--- config.mk ---
export PLATFORM = sky130hd
export DESIGN_NAME = bswap_store_unit
export DESIGN_NICKNAME = d
export VERILOG_FILES = /design/src/rtl/bswap_pkg.sv /design/src/rtl/bswap_ea.sv /design/src/rtl/bswap_reorder.sv /design/src/rtl/bswap_lanes.sv /design/src/rtl/bswap_store_unit.sv
export SDC_FILE = /design/constraint.sdc
export NUM_CORES = 1
export LEC_CHECK = 0
export BUFFER_PORTS_ARGS = -buffer_cell sky130_fd_sc_hd__buf_4
export CAP_MARGIN = 40
export CORE_MARGIN = 3
export CORE_UTILIZATION = 35
export CTS_CLUSTER_SIZE = 16
export DETAILED_ROUTE_END_ITERATION = 7
export GPL_ROUTABILITY_DRIVEN = 0
export MAX_ROUTING_LAYER = met4
export PLACE_DENSITY = 0.66
export SETUP_SLACK_MARGIN = 0.3
export SLEW_MARGIN = 10
export SYNTH_ARGS = -nofsm -noshare
export SYNTH_HDL_FRONTEND = slang
export SYNTH_SLANG_ARGS = --single-unit
--- constraint.sdc ---
create_clock -name clk -period 2.86 [get_ports clk]
set_input_delay 0.143 -clock clk [delete_from_list [all_inputs] [get_ports clk]]
set_output_delay 0.143 -clock clk [all_outputs]
set_load 0.02 [all_outputs]
--- src/rtl/bswap_pkg.sv ---
package bswap_pkg;
  typedef enum logic {
    SZ_HALF = 1'b0,
    SZ_WORD = 1'b1
  } st_size_e;
endpackage

--- src/rtl/bswap_ea.sv ---
module bswap_ea #(
  parameter int ADDR_W = 32,
  parameter int DISP_W = 12
) (
  input  logic [ADDR_W-1:0]   base,
  input  logic [DISP_W-1:0]   disp,
  input  bswap_pkg::st_size_e size,
  output logic [ADDR_W-1:0]   ea
);
  localparam int EXT_W = ADDR_W - DISP_W;

  logic [ADDR_W-1:0] disp_sx;
  logic [ADDR_W-1:0] disp_scaled;

  // sign extension to the address width, then scale by access size
  assign disp_sx = {{EXT_W{disp[DISP_W-1]}}, disp};

  always_comb begin
    if (size == bswap_pkg::SZ_WORD) disp_scaled = disp_sx << 2;
    else                            disp_scaled = disp_sx << 1;
  end

  assign ea = base + disp_scaled;
endmodule

--- src/rtl/bswap_reorder.sv ---
module bswap_reorder #(
  parameter int DATA_W = 32
) (
  input  logic [DATA_W-1:0]   src,
  input  bswap_pkg::st_size_e size,
  output logic [DATA_W-1:0]   dout
);
  localparam int NB = DATA_W / 8;
  localparam int NH = NB / 2;

  logic [DATA_W-1:0] rev_word;
  logic [DATA_W-1:0] rev_half;

  // full reversal: lane i gets source lane NB-1-i
  for (genvar i = 0; i < NB; i++) begin : g_word
    assign rev_word[i*8 +: 8] = src[(NB-1-i)*8 +: 8];
  end

  // halfword reversal replicated on every halfword lane
  for (genvar h = 0; h < NH; h++) begin : g_half
    assign rev_half[h*16 +: 16] = {src[7:0], src[15:8]};
  end

  assign dout = (size == bswap_pkg::SZ_WORD) ? rev_word : rev_half;
endmodule

--- src/rtl/bswap_lanes.sv ---
module bswap_lanes #(
  parameter int DATA_W = 32
) (
  input  logic [$clog2(DATA_W/8)-1:0] ea_lo,
  input  bswap_pkg::st_size_e         size,
  output logic [DATA_W/8-1:0]         be,
  output logic                        misaligned
);
  localparam int NB = DATA_W / 8;
  localparam int LB = $clog2(NB);

  logic [DATA_W/8-1:0] be_half;

  // halfword lane h covers bytes 2h and 2h+1
  for (genvar i = 0; i < NB; i++) begin : g_be
    assign be_half[i] = (ea_lo[LB-1:1] == (LB-1)'(i / 2));
  end

  always_comb begin
    if (size == bswap_pkg::SZ_WORD) begin
      be         = '1;
      misaligned = |ea_lo;
    end else begin
      be         = be_half;
      misaligned = ea_lo[0];
    end
  end
endmodule

--- src/rtl/bswap_store_unit.sv ---
module bswap_store_unit #(
  parameter int ADDR_W = 32,
  parameter int DATA_W = 32,
  parameter int DISP_W = 12
) (
  input  logic                clk,
  input  logic                rst,
  input  logic                in_valid,
  output logic                in_ready,
  input  logic                in_size,
  input  logic [ADDR_W-1:0]   in_base,
  input  logic [DISP_W-1:0]   in_disp,
  input  logic [DATA_W-1:0]   in_src,
  input  logic                mem_ready,
  output logic                mem_we,
  output logic [ADDR_W-1:0]   mem_addr,
  output logic [DATA_W-1:0]   mem_wdata,
  output logic [DATA_W/8-1:0] mem_be,
  output logic                fault
);
  localparam int NB = DATA_W / 8;
  localparam int LB = $clog2(NB);

  bswap_pkg::st_size_e size_e;
  logic [ADDR_W-1:0]   ea;
  logic [DATA_W-1:0]   rdata;
  logic [NB-1:0]       be_c;
  logic                misal;
  logic                accept;

  assign size_e = bswap_pkg::st_size_e'(in_size);

  bswap_ea #(.ADDR_W(ADDR_W), .DISP_W(DISP_W)) u_ea (
    .base (in_base),
    .disp (in_disp),
    .size (size_e),
    .ea   (ea)
  );

  bswap_reorder #(.DATA_W(DATA_W)) u_reorder (
    .src  (in_src),
    .size (size_e),
    .dout (rdata)
  );

  bswap_lanes #(.DATA_W(DATA_W)) u_lanes (
    .ea_lo      (ea[LB-1:0]),
    .size       (size_e),
    .be         (be_c),
    .misaligned (misal)
  );

  // a new request may enter as the held write retires
  assign in_ready = !mem_we || mem_ready;
  assign accept   = in_valid && in_ready;

  always_ff @(posedge clk) begin
    if (rst) begin
      mem_we    <= 1'b0;
      fault     <= 1'b0;
      mem_addr  <= '0;
      mem_wdata <= '0;
      mem_be    <= '0;
    end else begin
      fault <= accept && misal;
      if (accept) begin
        mem_addr  <= ea;
        mem_wdata <= rdata;
        mem_be    <= misal ? '0 : be_c;
        mem_we    <= !misal;
      end else if (mem_ready) begin
        mem_we <= 1'b0;
      end
    end
  end
endmodule

==> metrics.txt <==
status=finished, final reports clean; DP Area=5490 µm²; Setup TNS=0 ps; core area=11600 µm²; Avg WL per Cell=15.8 µm; slowest cell delay on critical path=460 ps; DP Cell Count=805; crit path launch type=primary input; Congestion Overflow GR=0; Clock Sinks=68; Clock Path Buffers=2; first-pass GRT wire length=20700 µm; cts hold-fix bufs=0; Synth Register Bits=68; dominant cells by area after synthesis=dfxtp_1 32%, ha_1 8.9%, a21oi_1 8.3%; chip height=116 µm; DIE WIDTH=116 µm; # nets final=785; crit path kind=in2reg; CTS clk-pin slew, worst paths=60 ps; Slew HR=57.0%; final core utilization=49.6%; Synth top area share=32.2%; P&R area growth vs syn=36.5%; RSZ-0062 raised after global routing=no; drt initial violations=331; DRC violation count after routing=0; asr flop ratio synth=0%; Ports=152; min-delay worst type=in2reg; period utilization=82.7%; Syn Area/Cell=7.92 µm²; arrival time worst endpoint=2570 ps; final setup vio count=0; synth cell count leaders=93 x nand2_1, 70 x a21oi_1, 68 x dfxtp_1; LEAKAGE=2.59 nW; Yosys top cell by area=dfxtp_1; drt total wl=13000 µm; synthesized net count=645; CP Capture Type=register; ANT cells=0; Final Slew Violations=0; crit-path cells=buf_4, mux2_2, fa_1, a21oi_2, o21ai_0, o21ai_0, buf_4, a21oi_1, nor4_1, buf_4, xor2_1, o21ai_0; initial antenna violation count=0; sequential share of the synthesized area=32.2%; measured slew at the worst slew-check pin=646 ps; clock skew=5.62 ps; Max-cap violations=0; Max IR drop VDD=0.000203 V; IO buf count=151; dpl hpwl=9850 µm; Netlist Area Pre-Place=4220 µm²; largest net degree at the start of global routing=67; Final Non-Filler Cells=821; Post-Layout Inst Area=5760 µm²; crit-path max FO=13; Post-synth EDFFs=0; starting density of the core=36.4%; CTS tree=built; Cell Pwr Density=534 nW/µm²; min Tclk post-route=2370 ps; Root Driver=clkbuf_16; post-route ant nets=0; CP max stage cell=fa_1; drt pass-1 iters=5; most frequent cell after synthesis=nand2_1; share of cells above drive strength 1=28.2%; Syn. warnings=0; prevailing post-synth register cell=dfxtp_1; vias in the first global route=4220; via count=4392; Req. time, crit path=3060 ps; die area=13400 µm²; worst skew pair latency=340 ps; Via density=5.35; synth unique cells=49; H-tree levels=3; Hold Violations, Final=0; Gate Count Post-Synth=533; CTS Buf Count=9; Max Freq=0.423 GHz; FP Rows=39; All-Layer GR Usage=20.0%
layout by cell type (no fill, tap or decap), drive strengths merged, types with 3 or more instances in the layout:
master,count
a211o,3
a211oi,20
a21boi,4
a21o,12
a21oi,70
a31oi,3
and2,5
and3,3
buf,162
clkbuf,12
dfxtp,68
ha,30
inv,3
mux2,11
mux2i,17
nand2,93
nand3,8
nand4,10
nor2,42
nor2b,5
nor3,7
o211ai,3
o21a,5
o21ai,24
o21bai,4
o31ai,3
xnor2,10
xor2,13
where the power goes:
part           internal, W  switching (W)
Clock             0.000608       0.000427
Sequential         0.00104      0.0000527
Combinational     0.000423       0.000533
Total              0.00207        0.00101
through the flow:
| step | worst slack, ps | total power, W | hold slack (ps) |
|---|---|---|---|
| 4_1_cts | 479 | 0.00310 | 43.2 |
| 3_3_place_gp | 175 | 0.00205 | 402 |
| 5_1_grt | 337 | 0.00325 | 55.0 |
| 2_1_floorplan | 349 | 0.00169 | 271 |
| 6_report | 493 | 0.00308 | 53.0 |
| 3_5_place_dp | 149 | 0.00206 | 412 |
state kept, by name (all words and copies together), names as in the netlist:
name,count
fault,1
mem_wdata,32
mem_addr,32
mem_be,2
mem_we,1
what timing repair did:
| item | CTS | global route |
|---|---|---|
| resized for setup | 0 | 1 |
| endpoints found under the setup margin | 0 | 1 |
| setup buffers | 0 | 0 |
critical path: cells and delay by family:
family | cells | cell delay [ps]
muxes | 1 | 390
adders and majority gates | 1 | 460
xor gates and xnor gates | 1 | 140
buffers and inverters | 3 | 530
and+or+nand+nor | 1 | 240
AOI/OAI and AO/OA | 5 | 670
final timing paths:
| path | to | cells past startpoint | slack, ps | start |
|---|---|---|---|---|
| min | mem_wdata[17] | 3 | 50 | in_src[9] |
| max | mem_addr[25] | 12 | 490 | in_size |
| max reg2reg | mem_addr[24] | 6 | 960 | mem_we |
| min reg2reg | mem_addr[5] | 2 | 450 | mem_addr[5] |
layout make-up:
cell class,count,area [µm²]
fill,1153,5850
multi-input combinational,429,2720
sequential,68,1360
timing repair buffer,162,1220
clock buffer,12,246
tap,143,179
clock inverter,4,25.0
inverter,3,11.3
logic make-up (layout without fill, tap and decap cells):
group | count (synthesis) | count (layout) | synth area share (%)
compound gates | 162 | 162 | 23.9
xor+xnor | 23 | 23 | 4.77
fa+ha+maj | 31 | 31 | 9.36
buf+inv | 36 | 181 | 3.38
flops | 68 | 68 | 32.2
mux | 28 | 28 | 6.96
simple gates | 185 | 185 | 19.4
routing by layer:
metal  up-vias  routed length, µm  track usage, %
met1      2021               5780            25.2
met3        14                901            4.96
met2       148               6140            32.3
met5         -                  0               -
met4         0                140            4.64
li1       2209                  -               -
Note: power is estimated with default switching activity, not from simulation.
